$ cat config.mk
export PLATFORM = sky130hd
export DESIGN_NAME = string_xfer_engine
export DESIGN_NICKNAME = d
export VERILOG_FILES = /design/src/rtl/strx_pkg.sv /design/src/rtl/strx_ctrl.sv /design/src/rtl/strx_dpath.sv /design/src/rtl/string_xfer_engine.sv
export SDC_FILE = /design/constraint.sdc
export NUM_CORES = 1
export LEC_CHECK = 0
export BUFFER_PORTS_ARGS = -buffer_cell sky130_fd_sc_hd__buf_2
export CORE_ASPECT_RATIO = 1.4
export CORE_MARGIN = 2
export CORE_UTILIZATION = 50
export CTS_CLUSTER_DIAMETER = 100
export DETAILED_ROUTE_END_ITERATION = 8
export HOLD_SLACK_MARGIN = 0.12
export PLACE_DENSITY = 0.76
export SLEW_MARGIN = 10
export SYNTH_ARGS = -nofsm -noshare
export SYNTH_HDL_FRONTEND = slang
export SYNTH_SLANG_ARGS = --single-unit
$ cat constraint.sdc
create_clock -name clk -period 5.8 [get_ports clk]
set_input_delay 0.58 -clock clk [delete_from_list [all_inputs] [get_ports clk]]
set_output_delay 0.58 -clock clk [all_outputs]
set_load 0.01 [all_outputs]
$ cat src/rtl/strx_pkg.sv
package strx_pkg;

  typedef enum logic [2:0] {
    OP_MOVE  = 3'd0,
    OP_CMP   = 3'd1,
    OP_SCAN  = 3'd2,
    OP_LOAD  = 3'd3,
    OP_STORE = 3'd4
  } strOpE;

  typedef enum logic [1:0] {
    REP_NONE     = 2'd0,
    REP_ALL      = 2'd1,
    REP_WHILE_EQ = 2'd2,
    REP_WHILE_NE = 2'd3
  } repE;

  typedef struct packed {
    logic loadAll;
    logic decCount;
    logic advSrc;
    logic advDst;
    logic capA;
    logic capB;
    logic loadAcc;
    logic updFlag;
    logic useAccCmp;
    logic addrDst;
    logic wdataAcc;
  } ctrlStrobeT;

endpackage

$ cat src/rtl/strx_ctrl.sv
module strx_ctrl
  import strx_pkg::*;
(
  input  logic       clk,
  input  logic       rstN,
  input  logic       start,
  input  logic [2:0] opSel,
  input  logic [1:0] repSel,
  input  logic       memReady,
  input  logic       countZero,
  input  logic       cmpEq,
  output ctrlStrobeT stb,
  output logic       memReq,
  output logic       memWrite,
  output logic       busy,
  output logic       done
);

  typedef enum logic [2:0] {
    S_IDLE, S_CHECK, S_RDA, S_RDB, S_WR, S_STEP, S_DONE
  } stateE;

  stateE state, nextState;
  strOpE opR;
  repE   repR;

  function automatic strOpE decodeOp(input logic [2:0] code);
    case (code)
      3'd1:    return OP_CMP;
      3'd2:    return OP_SCAN;
      3'd3:    return OP_LOAD;
      3'd4:    return OP_STORE;
      default: return OP_MOVE;
    endcase
  endfunction

  always_ff @(posedge clk) begin
    if (!rstN) begin
      state <= S_IDLE;
      opR   <= OP_MOVE;
      repR  <= REP_NONE;
    end else begin
      state <= nextState;
      if (state == S_IDLE && start) begin
        opR  <= decodeOp(opSel);
        repR <= repE'(repSel);
      end
    end
  end

  logic usesSrc, usesDst, isCmp, stopEarly;
  assign usesSrc = (opR == OP_MOVE) || (opR == OP_CMP) || (opR == OP_LOAD);
  assign usesDst = (opR != OP_LOAD);
  assign isCmp   = (opR == OP_CMP) || (opR == OP_SCAN);
  assign stopEarly = isCmp && (((repR == REP_WHILE_EQ) && !cmpEq) ||
                               ((repR == REP_WHILE_NE) && cmpEq));

  always_comb begin
    stb       = '0;
    memReq    = 1'b0;
    memWrite  = 1'b0;
    nextState = state;
    case (state)
      S_IDLE: begin
        if (start) begin
          stb.loadAll = 1'b1;
          nextState   = S_CHECK;
        end
      end
      S_CHECK: begin
        if (repR != REP_NONE && countZero) begin
          nextState = S_DONE;
        end else begin
          stb.decCount = (repR != REP_NONE);
          if (usesSrc)              nextState = S_RDA;
          else if (opR == OP_SCAN)  nextState = S_RDB;
          else                      nextState = S_WR;
        end
      end
      S_RDA: begin
        memReq = 1'b1;
        if (memReady) begin
          stb.capA    = (opR != OP_LOAD);
          stb.loadAcc = (opR == OP_LOAD);
          if (opR == OP_MOVE)     nextState = S_WR;
          else if (opR == OP_CMP) nextState = S_RDB;
          else                    nextState = S_STEP;
        end
      end
      S_RDB: begin
        memReq      = 1'b1;
        stb.addrDst = 1'b1;
        if (memReady) begin
          stb.capB  = 1'b1;
          nextState = S_STEP;
        end
      end
      S_WR: begin
        memReq       = 1'b1;
        memWrite     = 1'b1;
        stb.addrDst  = 1'b1;
        stb.wdataAcc = (opR == OP_STORE);
        if (memReady) nextState = S_STEP;
      end
      S_STEP: begin
        stb.advSrc    = usesSrc;
        stb.advDst    = usesDst;
        stb.updFlag   = isCmp;
        stb.useAccCmp = (opR == OP_SCAN);
        if (repR == REP_NONE || stopEarly) nextState = S_DONE;
        else                                nextState = S_CHECK;
      end
      S_DONE:  nextState = S_IDLE;
      default: nextState = S_IDLE;
    endcase
  end

  assign busy = (state != S_IDLE) && (state != S_DONE);
  assign done = (state == S_DONE);

  AST_DONE_ONE_CYCLE: assert property (@(posedge clk) disable iff (!rstN) done |=> !done);
  AST_BUSY_DONE_EXCL: assert property (@(posedge clk) disable iff (!rstN) !(busy && done));
  AST_WRITE_OPS: assert property (@(posedge clk) disable iff (!rstN)
    (memReq && memWrite) |-> (opR == OP_MOVE || opR == OP_STORE));
  AST_FLAG_OPS: assert property (@(posedge clk) disable iff (!rstN)
    stb.updFlag |-> isCmp);

endmodule

$ cat src/rtl/strx_dpath.sv
module strx_dpath
  import strx_pkg::*;
#(
  parameter int OFF_W     = 16,
  parameter int BYTE_W    = 8,
  parameter int LANES     = 2,
  parameter int SEG_SHIFT = 4,
  localparam int DATA_W   = BYTE_W * LANES,
  localparam int ADDR_W   = OFF_W + SEG_SHIFT
) (
  input  logic              clk,
  input  logic              rstN,
  input  ctrlStrobeT        stb,
  input  logic              wideIn,
  input  logic              dirIn,
  input  logic [OFF_W-1:0]  srcSegIn,
  input  logic [OFF_W-1:0]  dstSegIn,
  input  logic [OFF_W-1:0]  srcOffIn,
  input  logic [OFF_W-1:0]  dstOffIn,
  input  logic [OFF_W-1:0]  countIn,
  input  logic [DATA_W-1:0] accIn,
  input  logic [DATA_W-1:0] memRdata,
  output logic [ADDR_W-1:0] memAddr,
  output logic [DATA_W-1:0] memWdata,
  output logic              memWide,
  output logic [OFF_W-1:0]  srcOff,
  output logic [OFF_W-1:0]  dstOff,
  output logic [OFF_W-1:0]  count,
  output logic [DATA_W-1:0] acc,
  output logic              zeroFlag,
  output logic              countZero,
  output logic              cmpEq
);

  logic [OFF_W-1:0]  srcSegR, dstSegR, srcOffR, dstOffR, countR;
  logic [DATA_W-1:0] accR, tmpA, tmpB;
  logic              wideR, dirR, zfR;

  logic [OFF_W-1:0] stepAmt, srcNext, dstNext;
  assign stepAmt = wideR ? OFF_W'(LANES) : OFF_W'(1);
  assign srcNext = dirR ? (srcOffR - stepAmt) : (srcOffR + stepAmt);
  assign dstNext = dirR ? (dstOffR - stepAmt) : (dstOffR + stepAmt);

  always_ff @(posedge clk) begin
    if (!rstN) begin
      srcSegR <= '0; dstSegR <= '0; srcOffR <= '0; dstOffR <= '0;
      countR  <= '0; accR    <= '0; tmpA    <= '0; tmpB    <= '0;
      wideR   <= 1'b0; dirR  <= 1'b0; zfR <= 1'b0;
    end else begin
      if (stb.loadAll) begin
        srcSegR <= srcSegIn; dstSegR <= dstSegIn;
        srcOffR <= srcOffIn; dstOffR <= dstOffIn;
        countR  <= countIn;  accR    <= accIn;
        wideR   <= wideIn;   dirR    <= dirIn;
      end
      if (stb.decCount) countR  <= countR - 1'b1;
      if (stb.advSrc)   srcOffR <= srcNext;
      if (stb.advDst)   dstOffR <= dstNext;
      if (stb.capA)     tmpA    <= memRdata;
      if (stb.capB)     tmpB    <= memRdata;
      if (stb.loadAcc) begin
        if (wideR) accR <= memRdata;
        else       accR[BYTE_W-1:0] <= memRdata[BYTE_W-1:0];
      end
      if (stb.updFlag)  zfR <= cmpEq;
    end
  end

  logic [OFF_W-1:0]  segSel, offSel;
  assign segSel   = stb.addrDst ? dstSegR : srcSegR;
  assign offSel   = stb.addrDst ? dstOffR : srcOffR;
  assign memAddr  = {segSel, {SEG_SHIFT{1'b0}}} + {{SEG_SHIFT{1'b0}}, offSel};
  assign memWdata = stb.wdataAcc ? accR : tmpA;
  assign memWide  = wideR;

  logic [DATA_W-1:0] opA;
  logic [LANES-1:0]  laneEq;
  assign opA = stb.useAccCmp ? accR : tmpA;
  for (genvar l = 0; l < LANES; l++) begin : g_lane
    assign laneEq[l] = (opA[l*BYTE_W +: BYTE_W] == tmpB[l*BYTE_W +: BYTE_W]);
  end
  assign cmpEq = wideR ? (&laneEq) : laneEq[0];

  assign srcOff    = srcOffR;
  assign dstOff    = dstOffR;
  assign count     = countR;
  assign acc       = accR;
  assign zeroFlag  = zfR;
  assign countZero = (countR == '0);

  AST_NO_CX_WRAP: assert property (@(posedge clk) disable iff (!rstN)
    stb.decCount |-> (countR != '0));

endmodule

$ cat src/rtl/string_xfer_engine.sv
module string_xfer_engine
  import strx_pkg::*;
#(
  parameter int OFF_W     = 16,
  parameter int BYTE_W    = 8,
  parameter int LANES     = 2,
  parameter int SEG_SHIFT = 4,
  localparam int DATA_W   = BYTE_W * LANES,
  localparam int ADDR_W   = OFF_W + SEG_SHIFT
) (
  input  logic              clk,
  input  logic              rstN,
  input  logic              start,
  input  logic [2:0]        opSel,
  input  logic [1:0]        repSel,
  input  logic              wordMode,
  input  logic              dirFlag,
  input  logic [OFF_W-1:0]  srcSegIn,
  input  logic [OFF_W-1:0]  dstSegIn,
  input  logic [OFF_W-1:0]  srcOffIn,
  input  logic [OFF_W-1:0]  dstOffIn,
  input  logic [OFF_W-1:0]  countIn,
  input  logic [DATA_W-1:0] accIn,
  output logic              memReq,
  output logic              memWrite,
  output logic              memWide,
  output logic [ADDR_W-1:0] memAddr,
  output logic [DATA_W-1:0] memWdata,
  input  logic [DATA_W-1:0] memRdata,
  input  logic              memReady,
  output logic [OFF_W-1:0]  srcOff,
  output logic [OFF_W-1:0]  dstOff,
  output logic [OFF_W-1:0]  count,
  output logic [DATA_W-1:0] acc,
  output logic              zeroFlag,
  output logic              busy,
  output logic              done
);

  ctrlStrobeT stb;
  logic       countZero, cmpEq;

  strx_ctrl ctrl_i (
    .clk(clk), .rstN(rstN), .start(start), .opSel(opSel), .repSel(repSel),
    .memReady(memReady), .countZero(countZero), .cmpEq(cmpEq),
    .stb(stb), .memReq(memReq), .memWrite(memWrite), .busy(busy), .done(done)
  );

  strx_dpath #(
    .OFF_W(OFF_W), .BYTE_W(BYTE_W), .LANES(LANES), .SEG_SHIFT(SEG_SHIFT)
  ) dpath_i (
    .clk(clk), .rstN(rstN), .stb(stb), .wideIn(wordMode), .dirIn(dirFlag),
    .srcSegIn(srcSegIn), .dstSegIn(dstSegIn), .srcOffIn(srcOffIn),
    .dstOffIn(dstOffIn), .countIn(countIn), .accIn(accIn), .memRdata(memRdata),
    .memAddr(memAddr), .memWdata(memWdata), .memWide(memWide),
    .srcOff(srcOff), .dstOff(dstOff), .count(count), .acc(acc),
    .zeroFlag(zeroFlag), .countZero(countZero), .cmpEq(cmpEq)
  );

  AST_REQ_HOLD: assert property (@(posedge clk) disable iff (!rstN)
    (memReq && !memReady) |=> (memReq && $stable(memAddr) && $stable(memWrite) && $stable(memWdata)));

endmodule

Yosys cells after proc, flatten, opt, wreduce, memory -nomap -nowiden

Cells that the tools add are included.
W data, S select, Z words.

Flip-flop bits (word level): 139
Word-level logic and storage cells: 114
Bits of input ports: 123

Equality and inequality tests: 23
$add $sub $neg: 6
Multiplexer cells: 44
Reduce and logical (&&, ||, !) cells: 26

Operator list:

| operator                | count |
|---|---|
| $mux W16                | 14 |
| $add A16 B16 Y16        | 2 |
| $sub A16 B16 Y16        | 2 |
| $mux W3                 | 9 |
| $add A20 B16 Y20        | 1 |
| $eq A3 B2 Y1 const B    | 6 |
| $eq A8 B8 Y1            | 2 |
| $logic_not A16 Y1       | 1 |
| $sub A16 B1 Y16 const B | 1 |
| $eq A3 B3 Y1 const B    | 5 |
| $mux W1                 | 15 |
| $pmux W3 S5             | 1 |
| $pmux W3 S4             | 1 |
| $reduce_bool A2 Y1      | 5 |
| $eq A3 B1 Y1 const B    | 3 |
| $mux W8                 | 1 |
| $logic_and A1 B1 Y1     | 6 |
| $logic_not A3 Y1        | 2 |
| $mux W2                 | 3 |
| $logic_or A1 B1 Y1      | 5 |
| $eq A2 B2 Y1 const B    | 2 |
| $ne A2 B2 Y1 const B    | 2 |
| $ne A3 B2 Y1 const B    | 1 |
| $ne A3 B3 Y1 const B    | 1 |
| other kinds (8)         | 8 |

Longest topological paths before layout

Depth in word-level cells: 14
Mapped depth: 16
Mapped depth without buffers: 14

By module

From an unflattened synthesis, not the netlist that was laid out.

Cell total of the unflattened synthesis: 1036
Area, all modules: 9062.4 µm²

Modules (own cells, without submodules):

| module     | cells each | seq. area each (µm²) | times used | area each (µm²) |
|---|---|---|---|---|
| strx_dpath | 948        | 2622.5               | 1          | 8379.3 |
| strx_ctrl  | 88         | 160.2                | 1          | 683.2 |

Worst setup path before layout

Ideal clock, no wire load.

Kind: register to output
Start point: register ctrl_i.state[1]
End point: output memAddr[16]
Cell stages (with the launch flop): 17
Required time: 5.220 ns
Setup slack: 1.316 ns
Path buffers: 2
Data arrival time: 3.904 ns
Cell sequence: dfxtp_1 -> clkbuf_1 -> nor2b_1 -> nand2_1 -> nand2_1 -> clkbuf_1 -> mux2_2 -> ha_1 -> fa_1 -> a21oi_1 -> o21bai_1 -> a21oi_1 -> o21ai_0 -> a41o_1 -> nor4_1 -> nor3_1 -> xnor2_1

Longest elaborated chain between the ends: 5
Elaborated cells between the ends (all ways): 7

RTL lines:

| item                                                | RTL line                           | RTL |
|---|---|---|
| start, declared                                     | strx_ctrl.sv:23                    | `stateE state, nextState;` |
| start signal, assigned                              | strx_ctrl.sv:43                    | `state <= nextState;` |
| $eq A3 B2 Y1 / $eq A3 B3 Y1 (equally long branches) | strx_ctrl.sv:63                    | `case (state)` |
| $reduce_or A2 Y1 (no line) (*)                      | -                                  |  |
| $mux W1 (*)                                         | strx_ctrl.sv:63                    |  |
| $mux W16 (on tied branches)                         | strx_dpath.sv:70, strx_dpath.sv:71 |  |
| $add A20 B16 Y20 (*)                                | strx_dpath.sv:72                   | `assign memAddr = {segSel, {SEG_SHIFT{1'b0}}} + {{SEG_SHIFT{1'b0}}, offSel};` |
| end, declared                                       | string_xfer_engine.sv:27           | `output logic [ADDR_W-1:0] memAddr,` |

Mark *: on every way between the ends. The rest lies on a longest branch, timed or not.

Worst setup path after layout

Start point: register ctrl_i.state[2]
End point: output memAddr[18]

Same word-level chain as after synthesis.

==> summary.md <==
### Hold path
* **hold worst-path end** dpath_i.dstSegR[3]
* **Hold Crit Start** dstSegIn[3]
* **depth of the worst hold-timing path** 3
* **Hold/Removal Path Class** input pin to flop

### Detailed routing
* **DRC violation count after routing** 0
* **remaining antenna violation count** 0
* **Detailed Route Iter0 Violations** 559
* **router iterations before antenna repair** 5
* **average wire length per cell after detail routing** 17.0 µm
* **detail-routed via count per cell** 5.74
* **routed vias** 8937
* **total detailed-routing wirelength** 26.6 mm

### Die
* **Site Rows** 57
* **total I/O pin count** 229
* **core box area** 17300 µm²
* **effective utilization at floorplan** 0.506
* **die height** 160 µm
* **die area** 18500 µm²
* **Chip Width** 116 µm

### Placed design
* **dpl cell area** 10000 µm²
* **hpwl dp** 19.3 mm
* **placed cell count** 1522
* **routability-driven placement congestion ratio** 0.962
* **Buffers on Ports** 228

### STA
* **maximum operating frequency** 0.191 GHz
* **shortest clock period the worst path allows after layout** 5.24 ns
* **pin slew with the least headroom to its limit** 1.19 ns
* **Final Max Slew Viols** 0
* **final clock period utilization by the worst path** 0.903
* **sum of negative setup slack** 0 ns
* **Clock Skew** 0.00852 ns
* **RSZ-0062 raised after global routing** no
* **number of setup violations in the final report** 0
* **number of hold-slack violations in the final timing report** 0
* **max_slew headroom** 0.203

### Critical path
* **startpoint of the worst-slack reg-to-reg timing path** dpath_i.memWide
* **critical path launch point type** flop
* **required time at the endpoint of the critical path** 5.22 ns
* **flop-to-flop setup slack** 2.62 ns
* **Critical Path Sink Type** primary output
* **arrival time worst endpoint** 4.66 ns
* **R2R depth** 12
* **classification of the worst setup path** flop to primary output
* **maximum net fanout on the critical path** 27
* **worst reg2reg path endpoint** dpath_i.dstOff[14]

### Clock network
* **clock buffer depth** 2
* **Post-CTS Hold Fix Bufs** 0
* **clock latency on the worst-skew pair** 0.43 ns
* **CTS Sinks** 139
* **root buffer cell** sky130_fd_sc_hd__clkbuf_16
* **buffers inserted by post-CTS timing repair** 0
* **Clock transition at path regs** 0.06 ns
* **number of H-tree branching levels** 4
* **TritonCTS Buffers** 17
* **CTS tree** done
* **post-cts gate resize count** 0

### Logic synthesis
* **post-synthesis mux area share** 0.0853
* **total of warnings raised by yosys** 0
* **ys flop type** sky130_fd_sc_hd__dfxtp_1
* **synthesized cell area** 8730 µm²
* **proportion of synthesized chip area in sequential cells** 0.319
* **Synth cell types** 70
* **simple-gate share of the synthesized area** 0.226
* **synthesized instance count** 1112
* **share of the synthesized area in compound gates (AO/OA/AOI/OAI)** 0.208
* **parity-gate share of the synthesized area counting xor and xnor cells** 0.0512
* **fraction of synthesis flops using an asynchronous set or reset pin** 0
* **Synth Area per Inst** 7.85 µm²
* **dominant combinational cell family by area after synthesis** simple AND/OR/NAND/NOR gates
* **Net Count, Synth** 1281
* **Post-synth EDFFs** 0
* **adder-cell share of the synthesized area** 0.0685
* **synthesized flop and latch total** 139

### Finish
* **fraction of layout instances using a drive strength above 1** 0.252
* **Design Area, Final** 10700 µm²
* **final non-filler cell total** 1558
* **Area growth, synth to finish** 22.2%
* **number of nets in the finished design** 1474
* **final core area utilization** 0.618
* **number of fillers in the final layout** 1666

### Global route
* **aggregate global-route resource usage** 0.286
* **number of antenna violations at the first check in global routing** 4
* **first-pass GRT wire length** 42.3 mm
* **aggregate global routing overflow** 0
* **maximum number of pins on one net before global-route repair** 78
* **vias in the first global route** 8624

### Power and ir drop
* **total power per unit cell area** 430 nW/µm²
* **leakage dissipation** 4.86 nW
* **total power** 4.58 mW
* **maximum ir drop on the vdd rail** 0.288 mV

### Run
* **max-capacitance violation count** 0

### Status
* **outcome** finished, final reports clean

cells in the mapped netlist, types with 2 or more instances:
master | n | share of area
sky130_fd_sc_hd__a311oi_1 | 33 | 0.033
sky130_fd_sc_hd__o21a_1 | 7 | 0.0060
sky130_fd_sc_hd__or3_1 | 12 | 0.0086
sky130_fd_sc_hd__a21o_1 | 8 | 0.0069
sky130_fd_sc_hd__nand3_1 | 17 | 0.0097
sky130_fd_sc_hd__nand2b_1 | 17 | 0.012
sky130_fd_sc_hd__nor2b_1 | 8 | 0.0057
sky130_fd_sc_hd__ha_1 | 43 | 0.062
sky130_fd_sc_hd__mux2_2 | 43 | 0.055
sky130_fd_sc_hd__inv_1 | 31 | 0.013
sky130_fd_sc_hd__a222oi_1 | 4 | 0.0046
sky130_fd_sc_hd__o211ai_1 | 9 | 0.0077
sky130_fd_sc_hd__fa_1 | 3 | 0.0069
sky130_fd_sc_hd__or2_2 | 5 | 0.0036
sky130_fd_sc_hd__clkbuf_1 | 54 | 0.023
sky130_fd_sc_hd__a31oi_1 | 7 | 0.0050
sky130_fd_sc_hd__and3_1 | 4 | 0.0029
sky130_fd_sc_hd__xnor2_1 | 30 | 0.030
sky130_fd_sc_hd__a21oi_1 | 112 | 0.064
sky130_fd_sc_hd__xor2_1 | 21 | 0.021
sky130_fd_sc_hd__buf_1 | 3 | 0.0013
sky130_fd_sc_hd__nand2_1 | 217 | 0.093
sky130_fd_sc_hd__o22ai_1 | 4 | 0.0029
sky130_fd_sc_hd__a211oi_1 | 8 | 0.0069
sky130_fd_sc_hd__nor3_1 | 25 | 0.014
sky130_fd_sc_hd__o221ai_1 | 4 | 0.0040
sky130_fd_sc_hd__dfxtp_1 | 139 | 0.32
sky130_fd_sc_hd__and2_1 | 4 | 0.0029
sky130_fd_sc_hd__mux2i_1 | 26 | 0.030
sky130_fd_sc_hd__nor2_1 | 102 | 0.044
sky130_fd_sc_hd__a221oi_1 | 10 | 0.010
sky130_fd_sc_hd__o41ai_1 | 2 | 0.0020
sky130_fd_sc_hd__a22oi_1 | 5 | 0.0043
sky130_fd_sc_hd__nand4_1 | 4 | 0.0029
sky130_fd_sc_hd__nand3b_1 | 5 | 0.0043
sky130_fd_sc_hd__a32oi_1 | 2 | 0.0020
sky130_fd_sc_hd__a2bb2oi_1 | 2 | 0.0020
sky130_fd_sc_hd__or4_1 | 2 | 0.0017
sky130_fd_sc_hd__buf_2 | 4 | 0.0023
sky130_fd_sc_hd__o31a_1 | 5 | 0.0050
sky130_fd_sc_hd__o21bai_1 | 3 | 0.0026
sky130_fd_sc_hd__o21ai_0 | 34 | 0.019
sky130_fd_sc_hd__a22o_1 | 2 | 0.0020
sky130_fd_sc_hd__o31ai_1 | 3 | 0.0026
sky130_fd_sc_hd__nor4_1 | 4 | 0.0029
cell type report:
| class | count | area, µm² | share of cell area |
|---|---|---|---|
| Antenna cell | 4 | 10.0 | 0.000939 |
| Clock buffer | 21 | 470 | 0.0441 |
| Clock inverter | 11 | 189 | 0.0177 |
| Inverter | 31 | 119 | 0.0111 |
| Multi-Input combinational cell | 879 | 5590 | 0.524 |
| Sequential cell | 139 | 2780 | 0.261 |
| Tap cell | 236 | 295 | 0.0277 |
| Timing Repair Buffer | 237 | 1210 | 0.113 |
sequential cells by signal, indices dropped and copies added, names as in the netlist:
| register | cells |
|---|---|
| dpath_i.count | 16 |
| ctrl_i.repR | 2 |
| dpath_i.zeroFlag | 1 |
| ctrl_i.state | 3 |
| dpath_i.dstOff | 16 |
| dpath_i.srcSegR | 16 |
| dpath_i.memWide | 1 |
| dpath_i.tmpB | 16 |
| dpath_i.acc | 16 |
| dpath_i.dstSegR | 16 |
| dpath_i.tmpA | 16 |
| ctrl_i.opR | 3 |
| dpath_i.dirR | 1 |
| dpath_i.srcOff | 16 |
where the power goes:
group	internal (mW)	switching (mW)	leakage (nW)
Combinational	0.808	1.17	3.40
Sequential	1.14	0.232	1.14
Clock	0.797	0.431	0.319
metrics by stage:
step	hold slack (ns)	worst slack, ns
after floorplan	0.433	1.32
final	0.383	0.564
after global placement	0.441	1.16
after global routing	0.387	0.196
after detailed placement	0.446	1.06
after CTS	0.377	0.606
worst max-delay path: stages, from the launching register on:
cell and delay (ns):
sky130_fd_sc_hd__dfxtp_1 0.66, sky130_fd_sc_hd__nand2_1 0.26, sky130_fd_sc_hd__nand2_2 0.33, sky130_fd_sc_hd__buf_4 0.41, sky130_fd_sc_hd__mux2_2 0.39, sky130_fd_sc_hd__ha_1 0.31
sky130_fd_sc_hd__inv_1 0.07, sky130_fd_sc_hd__o21bai_1 0.26, sky130_fd_sc_hd__a21oi_1 0.13, sky130_fd_sc_hd__o21ai_0 0.35, sky130_fd_sc_hd__a41o_1 0.26, sky130_fd_sc_hd__nor4_1 0.08
sky130_fd_sc_hd__nor4_1 0.34, sky130_fd_sc_hd__xnor2_1 0.19, sky130_fd_sc_hd__buf_2 0.17
routing by layer:
metal | GRT usage | vias up | part of all wire
li1 | - | 4352 | -
met1 | 0.339 | 4204 | 0.40
met3 | 0.0562 | 59 | 0.061
met2 | 0.489 | 322 | 0.50
met5 | 0 | - | 0
met4 | 0.133 | 0 | 0.035
placed cells by master, fill, tap and decap left out, types with 8 or more instances in the layout:
master and n:
sky130_fd_sc_hd__a211oi_1 8, sky130_fd_sc_hd__a21oi_1 112, sky130_fd_sc_hd__ha_1 43, sky130_fd_sc_hd__a311oi_1 33, sky130_fd_sc_hd__o211ai_1 9, sky130_fd_sc_hd__xor2_1 21
sky130_fd_sc_hd__clkbuf_16 17, sky130_fd_sc_hd__mux2i_1 26, sky130_fd_sc_hd__a221oi_1 10, sky130_fd_sc_hd__a21o_1 8, sky130_fd_sc_hd__nand2_1 216, sky130_fd_sc_hd__buf_4 9
sky130_fd_sc_hd__xnor2_1 30, sky130_fd_sc_hd__or3_1 12, sky130_fd_sc_hd__dfxtp_1 139, sky130_fd_sc_hd__nand3_1 17, sky130_fd_sc_hd__nor3_1 24, sky130_fd_sc_hd__buf_2 228
sky130_fd_sc_hd__nand2b_1 17, sky130_fd_sc_hd__mux2_2 43, sky130_fd_sc_hd__nor2b_1 8, sky130_fd_sc_hd__inv_1 30, sky130_fd_sc_hd__nor2_1 102, sky130_fd_sc_hd__o21ai_0 34
cells by family (layout without fill, tap and decap cells):
| family | count (synthesis) | in the layout |
|---|---|---|
| mux | 69 | 69 |
| flops | 139 | 139 |
| fa+ha+maj | 46 | 46 |
| compound gates | 274 | 274 |
| simple gates | 439 | 439 |
| buf+inv | 94 | 300 |
| xor+xnor | 51 | 51 |
| other cells | 0 | 4 |
worst max-delay path by stage:
stage,startpoint,to,cells after the start
6_report,ctrl_i.state[2],memAddr[18],14
2_1_floorplan,ctrl_i.state[1],memAddr[16],16
3_5_place_dp,ctrl_i.state[2],memAddr[18],14
4_1_cts,ctrl_i.state[2],memAddr[18],14
3_3_place_gp,ctrl_i.state[2],memAddr[16],14
5_1_grt,ctrl_i.state[2],memAddr[18],14
No activity file was read; power rests on OpenSTA's default activity.
